$ cat config.mk
export PLATFORM = sky130hd
export DESIGN_NAME = dma_trig_gate
export DESIGN_NICKNAME = d
export VERILOG_FILES = /design/src/rtl/dma_trig_gate.sv
export SDC_FILE = /design/constraint.sdc
export NUM_CORES = 1
export LEC_CHECK = 0
export CORE_MARGIN = 3
export CORE_UTILIZATION = 40
export CTS_CLUSTER_DIAMETER = 100
export DETAILED_ROUTE_END_ITERATION = 6
export PLACE_DENSITY = 0.72
export RECOVER_POWER = 50
export SLEW_MARGIN = 0
export SYNTH_ARGS = -nofsm -noshare
export SYNTH_HDL_FRONTEND = slang
export SYNTH_SLANG_ARGS = --single-unit
$ cat constraint.sdc
create_clock -name clk -period 4.1 [get_ports clk]
set_input_delay 0.615 -clock clk [delete_from_list [all_inputs] [get_ports clk]]
set_output_delay 0.615 -clock clk [all_outputs]
set_load 0.02 [all_outputs]
$ cat src/rtl/dma_trig_gate.sv
module dma_trig_gate #(
  parameter int N_TRIG    = 64,
  parameter bit REPEAT_EN = 1'b1,
  localparam int SEL_W    = (N_TRIG > 1) ? $clog2(N_TRIG) : 1
) (
  input  logic              clk,
  input  logic              rst_n,
  input  logic [N_TRIG-1:0] trig_in,
  input  logic [SEL_W-1:0]  cfg_sel,
  input  logic [1:0]        cfg_pol,
  input  logic [1:0]        cfg_mode,
  input  logic              cfg_swreq,
  input  logic              blk_start,
  input  logic              rblk_start,
  input  logic              link_start,
  input  logic              burst_start,
  input  logic              burst_periph,
  output logic              grant,
  output logic              pending,
  output logic              overrun
);

  localparam logic [1:0] POL_RISE   = 2'b01;
  localparam logic [1:0] POL_FALL   = 2'b10;
  localparam logic [1:0] MD_BLOCK   = 2'b00;
  localparam logic [1:0] MD_REPEAT  = 2'b01;
  localparam logic [1:0] MD_LINK    = 2'b10;
  localparam logic [1:0] MD_BURST   = 2'b11;

  logic [N_TRIG-1:0] sync_a, sync_b;
  logic              lvl_now, lvl_prev;
  logic              masked, hit, stage, consume;
  logic              pending_q, overrun_q;
  logic [1:0]        eff_mode;

  always_ff @(posedge clk or negedge rst_n)
    if (!rst_n) begin
      sync_a   <= '0;
      sync_b   <= '0;
      lvl_prev <= 1'b0;
    end else begin
      sync_a   <= trig_in;
      sync_b   <= sync_a;
      lvl_prev <= lvl_now;
    end

  assign lvl_now = (int'(cfg_sel) < N_TRIG) ? sync_b[cfg_sel] : 1'b0;
  assign masked  = (cfg_pol != POL_RISE) && (cfg_pol != POL_FALL);
  assign hit     = ((cfg_pol == POL_RISE) &&  lvl_now && !lvl_prev) ||
                   ((cfg_pol == POL_FALL) && !lvl_now &&  lvl_prev);

  assign eff_mode = (cfg_mode == MD_REPEAT && !REPEAT_EN) ? MD_BLOCK : cfg_mode;

  always_comb
    case (eff_mode)
      MD_BLOCK:  stage = blk_start;
      MD_REPEAT: stage = rblk_start;
      MD_LINK:   stage = link_start;
      MD_BURST:  stage = burst_start && (cfg_swreq || burst_periph);
      default:   stage = 1'b0;
    endcase

  assign consume = stage && pending_q && !masked;

  always_ff @(posedge clk or negedge rst_n)
    if (!rst_n) begin
      pending_q <= 1'b0;
      overrun_q <= 1'b0;
    end else if (masked) begin
      pending_q <= 1'b0;
    end else begin
      pending_q <= (pending_q && !consume) || hit;
      if (hit && pending_q && !consume) overrun_q <= 1'b1;
    end

  assign grant   = masked || pending_q;
  assign pending = pending_q;
  assign overrun = overrun_q;

  // Edge with polarity active leaves a credit on the next clock
  p_hit_sets_r3: assert property (@(posedge clk) disable iff (!rst_n)
    hit |=> pending_q);

  // Masked polarity drops any held credit
  p_masked_clears_r5: assert property (@(posedge clk) disable iff (!rst_n)
    masked |=> !pending_q);

  // A consume with no new edge empties the credit
  p_consume_empties_r7: assert property (@(posedge clk) disable iff (!rst_n)
    (consume && !hit) |=> !pending_q);

  // No credit appears without an edge
  p_no_credit_r11: assert property (@(posedge clk) disable iff (!rst_n)
    (!pending_q && !hit) |=> !pending_q);

  // Dropped edge raises the flag, which then stays
  p_overrun_set_r12: assert property (@(posedge clk) disable iff (!rst_n)
    (hit && pending_q && !stage) |=> overrun_q);

  p_overrun_sticky_r12: assert property (@(posedge clk) disable iff (!rst_n)
    overrun_q |=> overrun_q);

  // Edge during consume keeps the credit without an overrun
  p_swap_r13: assert property (@(posedge clk) disable iff (!rst_n)
    (hit && consume && !overrun_q) |=> (pending_q && !overrun_q));

endmodule

Word-level counts from Yosys, hierarchy flattened
Cells that the tools add are included.
Storage, ports and cells
  output and inout bits: 3
  register bits: 131
Cells by class
  order comparisons: 1
  reduce and logical (&&, ||, !) cells: 21
  muxes and demuxes: 4
  eq/ne operators: 7
  bitwise logic cells: 1
Operators by type and width (number)
  $logic_and A1 B1 Y1: 11
  $lt A6 B7 Y1 const B: 1
  $bmux W1 S6: 1
  $eq A2 B2 Y1 const B: 3
  $eq A2 B1 Y1 const B: 2
  $logic_not A1 Y1: 4
  $logic_or A1 B1 Y1: 4
  $pmux W1 S4: 1
  $logic_not A2 Y1: 1
  $mux W1: 2
  $ne A2 B1 Y1 const B: 1
  $ne A2 B2 Y1 const B: 1
  $reduce_and A2 Y1: 1
  $not A1 Y1: 1

Depth between registers and ports, before layout
Gate-level depths: netlist of the first run.
  depth after elaboration: 9
  mapped depth: 8
  depth with buffers taken out: 6

Worst setup path before layout of the first run
No wires, ideal clock.
  path type: input -> register
  start: input port cfg_sel[4]
  end: register pending_q (netlist: pending)
  stages: 7
  data required time: 4.026 ns
  arrival: 2.466 ns
  path buffers: 1
  slack: 1.560 ns
  setup time: 0.074 ns
  path through: buf_1 > mux4_2 > or2_2 > a221oi_2 > o32ai_2 > mux2_4 > o21ai_2
Between the ends
  longest elaborated chain between the ends: 8
  elaborated cells between the ends (all ways): 10
  classes of those cells: mux: 3; reduce/logical: 7
RTL lines
  start: declaration: RTL line 9  | input logic [SEL_W-1:0] cfg_sel,
  $bmux W1 S6 *: RTL line 47  | assign lvl_now = (int'(cfg_sel) < N_TRIG) ? sync_b[cfg_sel] : 1'b0;
  $mux W1 (implied by the code) *: RTL line 47
  via lvl_now: RTL line 31  | logic lvl_now, lvl_prev;
  $logic_not A1 Y1: RTL line 50  | ((cfg_pol == POL_FALL) && !lvl_now && lvl_prev);
  $logic_and A1 B1 Y1 (2 in series): RTL line 50
  $logic_or A1 B1 Y1 *: RTL line 49  | assign hit = ((cfg_pol == POL_RISE) && lvl_now && !lvl_prev) ||
  $logic_or A1 B1 Y1 *: RTL line 72  | pending_q <= (pending_q && !consume) || hit;
  $mux W1 *: RTL line 69  | end else if (masked) begin
  end signal: assignment: RTL line 72
  end: declaration: RTL line 33  | logic pending_q, overrun_q;
The timed path passes the listed nets; every way through them passes the cells marked *. The select of a mux whose other input is x is not followed.
A chain may end at the register's enable or synchronous reset.

Worst setup path after layout of the first run
  start: input port cfg_pol[0]
  end: output port grant
Between the ends
  longest elaborated chain between the ends: 3
  elaborated cells between the ends (all ways): 4
  classes of those cells: eq/ne: 2; reduce/logical: 2
RTL lines
  start: declaration: RTL line 10  | input logic [1:0] cfg_pol,
  $ne A2 B1 Y1 or $ne A2 B2 Y1 (tied branches): RTL line 48  | assign masked = (cfg_pol != POL_RISE) && (cfg_pol != POL_FALL);
  $logic_and A1 B1 Y1 *: RTL line 48
  $logic_or A1 B1 Y1 *: RTL line 76  | assign grant = masked || pending_q;
  end: declaration: RTL line 18  | output logic grant,
Every way passes the cells marked *; elsewhere a longest branch is shown, timed or not.

==> results of run 1 <==
[final cells by class]
cell class                 count  area, µm²  area share, %
clock buffer                  18        428           7.68
clock inverter                14        146           2.63
inverter                       3       11.3          0.202
multi-input combinational     53        683           12.3
sequential                   131       3280           58.8
tap                          129        161           2.90
timing repair buffer          88        866           15.5
[synthesized netlist by cell type (all sizes together), types with 2 or more instances]
library cell | n | area, µm²
mux2i | 5 | 50.1
nor2b | 3 | 18.8
a221oi | 2 | 23.8
mux2 | 5 | 60.1
o21ai | 3 | 18.8
buf | 5 | 36.3
ha | 2 | 25.0
mux4 | 15 | 353
or2 | 2 | 12.5
and2 | 2 | 12.5
nand2 | 2 | 7.51
nand2b | 3 | 18.8
dfrtp | 131 | 3280
clkbuf | 2 | 7.51
inv | 3 | 11.3
[worst paths after layout]
kind	to	start	depth (start not counted)	slack, ns
max	grant	cfg_pol[0]	5	1.17
min	sync_b[24]	sync_a[24]	0	0.34
max reg2reg	pending	sync_b[20]	6	2.02
min reg2reg	sync_b[24]	sync_a[24]	0	0.34
max in group asynchronous	sync_b[31]	rst_n	2	2.28
min in group asynchronous	sync_a[39]	rst_n	1	0.56
[where the power goes]
group / switching [µW] / internal (µW)
logic: 75.1 / 110
registers: 22.3 / 1360
clock network: 578 / 841
total: 676 / 2310
[per-stage QoR]
stage	worst slack (ns)	hold slack, ns	cell area (µm²)	utilization, %
2_1_floorplan	1.56	0.319	4020	-
3_3_place_gp	0.847	0.333	5000	52.6
3_5_place_dp	0.812	0.336	5000	52.6
4_1_cts	1.16	0.251	5580	58.7
5_1_grt	1.12	0.348	5570	58.7
6_report	1.17	0.341	5570	58.7
[state kept, by name, indices dropped and copies added (netlist names)]
signal	cells
sync_a	64
overrun	1
pending	1
lvl_prev	1
sync_b	64
[per-layer routing]
layer,vias up,part of all wire [%]
met4,0,0.53
met5,-,0
met3,4,7.8
met2,71,51
met1,993,41
li1,872,-
[kinds of logic (layout without fill, tap and decap cells)]
| group | count (synthesis) | after routing | synth area share (%) |
|---|---|---|---|
| flip-flops | 131 | 131 | 81.6 |
| multiplexers | 25 | 25 | 11.5 |
| AND/OR/NAND/NOR | 14 | 14 | 2.02 |
| AO/OA/AOI/OAI | 12 | 12 | 2.83 |
| buffers and inverters | 10 | 123 | 1.37 |
| adder cells (fa/ha/maj) | 2 | 2 | 0.623 |
[worst reg2reg max path: stages, from the launching register on]
cell,delay [ns]
dfrtp_1,0.37
mux4_1,0.48
mux2_2,0.29
a221oi_2,0.30
o32ai_2,0.15
mux2_4,0.33
o21ai_2,0.10
==> impl_results.md, run 1 <==
- Status: complete, but fails checks
- Violated checks: max-capacitance violations, max-slew violations
- CP Capture Type: output pin
- Row cnt: 35
- Worst path max stage delay: between 0.5 and 0.6 ns
- Global route total overflow: 0
- Post-CTS Hold Buffers: 0
- Clk slew on worst S/H paths: ~0.060 ns
- Root Buffer: clkbuf_8
- Buf/Inv on CP: 3
- Fin crit share: roughly 70%
- Final #Nets: about 380
- Ys flop type: dfrtp_1
- Power, Total: roughly 3000 µW
- Share of cells above drive strength 1: between 10% and 20%
- Wire per inst: roughly 16 µm
- Initial drt markers: 60
- Crit-path leading delay family: buffers and inverters
- CTS H-Tree Depth: 4
- Vias in the first global route: roughly 2100
- Setup crit start kind: input port
- Worst VDD drop: around 0.32 mV
- Fill count: between 700 and 800
- Syn Inst Count: slightly below 200
- Min Tclk post-route: 2.93 ns
- Worst-Skew Late Latency: 0.50 ns
- Leak Pwr: 0.00243 µW
- CTS resizes: 0
- Most frequent cells in the layout: 131 x dfrtp_1, 64 x dlygate4sd3_1, 19 x clkdlybuf4s50_1
- First-pass GRT wire length: 11100 µm
- Post-synth EDFFs: 0
- Synth cell types: 30
- Die height: ~110 µm
- Synth Warn #: 0
- Max-slew violation count: 76
- Diode count: 0
- Initial antenna violation count: 0
- GRT Total Usage: roughly 14%
- Residual DRC: 0
- Worst-Margin Slew: between 1.5 and 2 ns
- Hold crit path type: flop to flop
- Floorplan Core Area: around 9500 µm²
- Drt first pass iters: 4
- Fin cells: ~440
- TritonCTS buffer count: 17
- Crit path required time: approximately 3.5 ns
- RSZ-0062 raised after global routing: no
- IO buf count: 84
- Routability Congestion: between 0.6 and 0.7
- Crit path max fanout: 3
- Final Hold Fails: 0
- Worst EP arrival: around 2.3 ns
- GR Util met1: between 15 and 20%
- Commonest non-fill, non-tap cell in the layout: dfrtp_1
- Area Growth Syn to Fin: 38.8%
- CP dominant cell by count: clkdlybuf4s50_1
- Synthesized area: ~4000 µm²
- Largest net degree at the start of global routing: 76
- Clock Sink Count: 131
- Cells along the critical path: clkdlybuf4s50_1 > inv_1 > ha_1 > or2_2 > clkdlybuf4s50_1
- Dpl cells: between 400 and 500
- Post-DRT Antenna Nets: 0
- GR Util met2: about 22%
- Max-Slew Margin vs Limit: -16.8%
- Mapped Avg Cell Area: 20.7 µm²
- Top achievable clock speed: 341 MHz
- Skew final: 0.0115 ns
- MaxCap Viol Count: 1
- Die Area: between 10000 and 15000 µm²
- #FFs+latches synth: roughly 130
- Clock buffer depth: 2
- Syn_nets: around 280
- Initial Utilization: between 40% and 50%
- CTS tree: built
- Slowest cell on the critical path: clkdlybuf4s50_1
- I/O pins: between 80 and 90
- Hpwl dp: 4700 µm
- Setup bufs post-CTS: 0
- Vias per std cell: ~4.4
- Via count: approximately 1900
- Sum Neg Setup Slack: 0 ns
- Asr flop ratio synth: 100%
- Chip Width: around 110 µm
- Power Density: between 500 and 600 nW/µm²
- Post-Route WL: roughly 7000 µm
- Grt peak-use layer: met2
- Register area share after synthesis: between 80% and 90%
- Final Setup Violations: 0
- Grt met3 use: 6.01%
- CP Class: input port to output pin
Note: power is estimated with default switching activity, not from simulation.
==> run 2, diff against run 1 <==
Clock period 4.1 ns to 2.8 ns, I/O delays scaled along.
==> run 2 against run 1 <==
The flow still finishes with violations (max-capacitance violations, max-slew violations). Setup slack worse by 0.90 ns. Final cell count up 1.8%. Wire length down 4.9%. Clock skew down 0.0036 ns. Largest cell class unchanged. Combinational power up 52%. Highest routed layer unchanged. Largest power group unchanged. Register-to-register slack worse by 1.3 ns. Final area up 1.3%. Sequential power up 46%. Critical path type unchanged. Flip-flop and latch count unchanged.
==> impl_results.md, run 2 (same netlist as run 1, synthesis figures left out) <==
- Status: complete, but fails checks
- Violated checks: max-capacitance violations, max-slew violations
- Area Growth Syn to Fin: 40.7%
- Post-CTS Hold Buffers: 0 (unchanged)
- Final Hold Fails: 0 (unchanged)
- MaxCap Viol Count: 1 (unchanged)
- R2R cell count: 6 (unchanged)
- CP dominant cell by count: clkdlybuf4s50_1
- Drt first pass iters: 6 (+2)
- Floorplan Core Area: 9500 µm² (unchanged)
- Cells along the critical path: clkdlybuf4s50_1 > inv_1 > ha_1 > or2_2 > clkdlybuf4s50_1
- Final #Nets: 385 (+1.9%)
- CTS resizes: 0 (unchanged)
- Initial Utilization: 42.3% (unchanged)
- Setup bufs post-CTS: 0 (unchanged)
- Reg-to-Reg End: overrun
- Largest regs: sync_a: 64 flops, sync_b: 64 flops
- Crit path max fanout: 3 (unchanged)
- GR Util met1: 15.9% (-0.94 points)
- TritonCTS buffer count: 17 (unchanged)
- Max-slew violation count: 63 (-17%)
- Die Area: 11300 µm² (unchanged)
- RSZ-0062 raised after global routing: no
- CTS tree: built
- Dpl cells: 411 (+1.7%)
- GR Util met2: 20.2% (-1.4 points)
- Share of cells above drive strength 1: 20.7% (+1.2 points)
- Hpwl dp: 4680 µm (-0.34%)
- Root Buffer: clkbuf_8
- First-pass GRT wire length: 10800 µm (-3.3%)
- Residual DRC: 0 (unchanged)
- Global route total overflow: 0 (unchanged)
- Worst reg2reg startpoint: sync_b[22]
- Power Density: 782 nW/µm² (+46%)
- Worst path max stage delay: 0.53 ns (about the same)
- Fill count: 720 (unchanged)
- Wire per inst: 15.0 µm (-6.7%)
- GRT Total Usage: 13.1% (-0.63 points)
- Chip Width: 106 µm (unchanged)
- Max-Slew Margin vs Limit: -0.710% (+16 points)
- CP Capture Type: output pin
- Worst VDD drop: 0.575 mV (+81%)
- CTS H-Tree Depth: 4 (unchanged)
- Top achievable clock speed: 396 MHz
- Flop2flop setup slack: 0.73 ns (-1.29 ns)
- Seq. cell area: 3280 µm² (unchanged)
- Worst EP arrival: 2.11 ns (-0.21 ns)
- Grt met3 use: 6.01% (unchanged)
- Most frequent cells in the layout: 131 x dfrtp_1, 64 x dlygate4sd3_1, 19 x clkdlybuf4s50_1
- Worst-Skew Late Latency: 0.50 ns (about the same)
- Worst-Margin Slew: 1.51 ns (-0.242 ns)
- Min Tclk post-route: roughly 2.5 ns
- Clk slew on worst S/H paths: 0.06 ns (about the same)
- Clock buffer depth: 2 (unchanged)
- Slowest cell on the critical path: clkdlybuf4s50_1
- Leak Pwr: 0.00246 µW (+1.6%)
- CP Class: input port to output pin
- IO buf count: 84 (unchanged)
- Final Setup Violations: 0 (unchanged)
- Initial drt markers: 42 (-30%)
- Fin cells: 444 (+1.8%)
- Via count: 1958 (+0.93%)
- Vias per std cell: 4.41 (-0.89%)
- Die height: 106 µm (unchanged)
- Multi-input gate area: 683 µm² (unchanged)
- Post-Route WL: 6650 µm (-4.9%)
- Clock Sink Count: 131 (unchanged)
- Vias in the first global route: 2172 (+2.4%)
- Skew final: 0.00788 ns (-0.00363 ns)
- Routability Congestion: 0.688 (+2.7%)
- Largest net degree at the start of global routing: 64 (-16%)
- Buf/Inv on CP: 3 (unchanged)
- Fin crit share: between 90% and 100%
- Row cnt: 35 (unchanged)
- Power, Total: 4420 µW (+48%)
- Post-DRT Antenna Nets: 0 (unchanged)
- I/O pins: 85 (unchanged)
- Commonest non-fill, non-tap cell in the layout: dfrtp_1
- Hold crit path type: input port to asynchronous set/reset pin
- Crit-path leading delay family: buffers and inverters
- Crit path required time: 2.38 ns (-1.10 ns)
- Setup crit start kind: input port
- Grt peak-use layer: met2
- Initial antenna violation count: 0 (unchanged)
[run 2: cell types whose count changed in the layout (fill, tap and decap cells not counted), sizes merged]
cell,delta
bufinv,+1
inv,-1
diode,+1
clkbuf,+2
buf,+7
clkinv,-2
[run 2: worst register-to-register path, cell delays in order (launching register included)]
cell and delay (ns):
dfrtp_1 0.37, mux4_1 0.47, mux2_2 0.29, a221oi_2 0.29, o32ai_2 0.14, mux2_4 0.33, o21bai_2 0.11
[run 2: how the worst max path moves through the flow]
stage,from,to,slack (ns),cells past startpoint
finish,cfg_pol[0],grant,0.27,5
global route,cfg_pol[0],grant,0.20,5
global placement,cfg_sel[0],overrun,-0.09,7
detailed placement,cfg_sel[0],pending,-0.12,7
floorplan,cfg_sel[4],pending,0.45,7
CTS,cfg_pol[0],grant,0.26,5
[run 2: cell type report]
class / count / share of cell area [%]
flip-flops and latches: 131 / 58.0
repair buffers: 95 / 16.5
multi-input cells: 53 / 12.1
clock buffers: 20 / 7.71
well taps: 129 / 2.86
clock inverters: 12 / 2.59
inverters: 3 / 0.199
diodes: 1 / 0.0443
[run 2: report_power, final]
| group | leakage [µW] | total [µW] | internal [µW] | switching (µW) |
|---|---|---|---|---|
| Clock | 0.000275 | 2110 | 1310 | 800 |
| Combinational | 0.000658 | 283 | 170 | 113 |
| Sequential | 0.00153 | 2020 | 1990 | 29.7 |
[run 2: routing by layer]
layer,up-vias,wire [µm]
met2,64,3270
met3,7,509
met1,996,2800
met4,0,73
li1,891,-
met5,-,0
[run 2: metrics by stage]
step / instance area [µm²] / TNS, ns / hold slack (ns) / utilization (%) / worst slack (ns)
floorplan: 4020 / 0 / 0.124 / - / 0.455
global placement: 5070 / -0.185 / 0.333 / 53.3 / -0.0939
detailed placement: 5070 / -0.237 / 0.335 / 53.3 / -0.119
CTS: 5650 / 0 / 0.0123 / 59.4 / 0.261
global route: 5650 / 0 / 0.350 / 59.4 / 0.204
finish: 5650 / 0 / 0.286 / 59.4 / 0.274
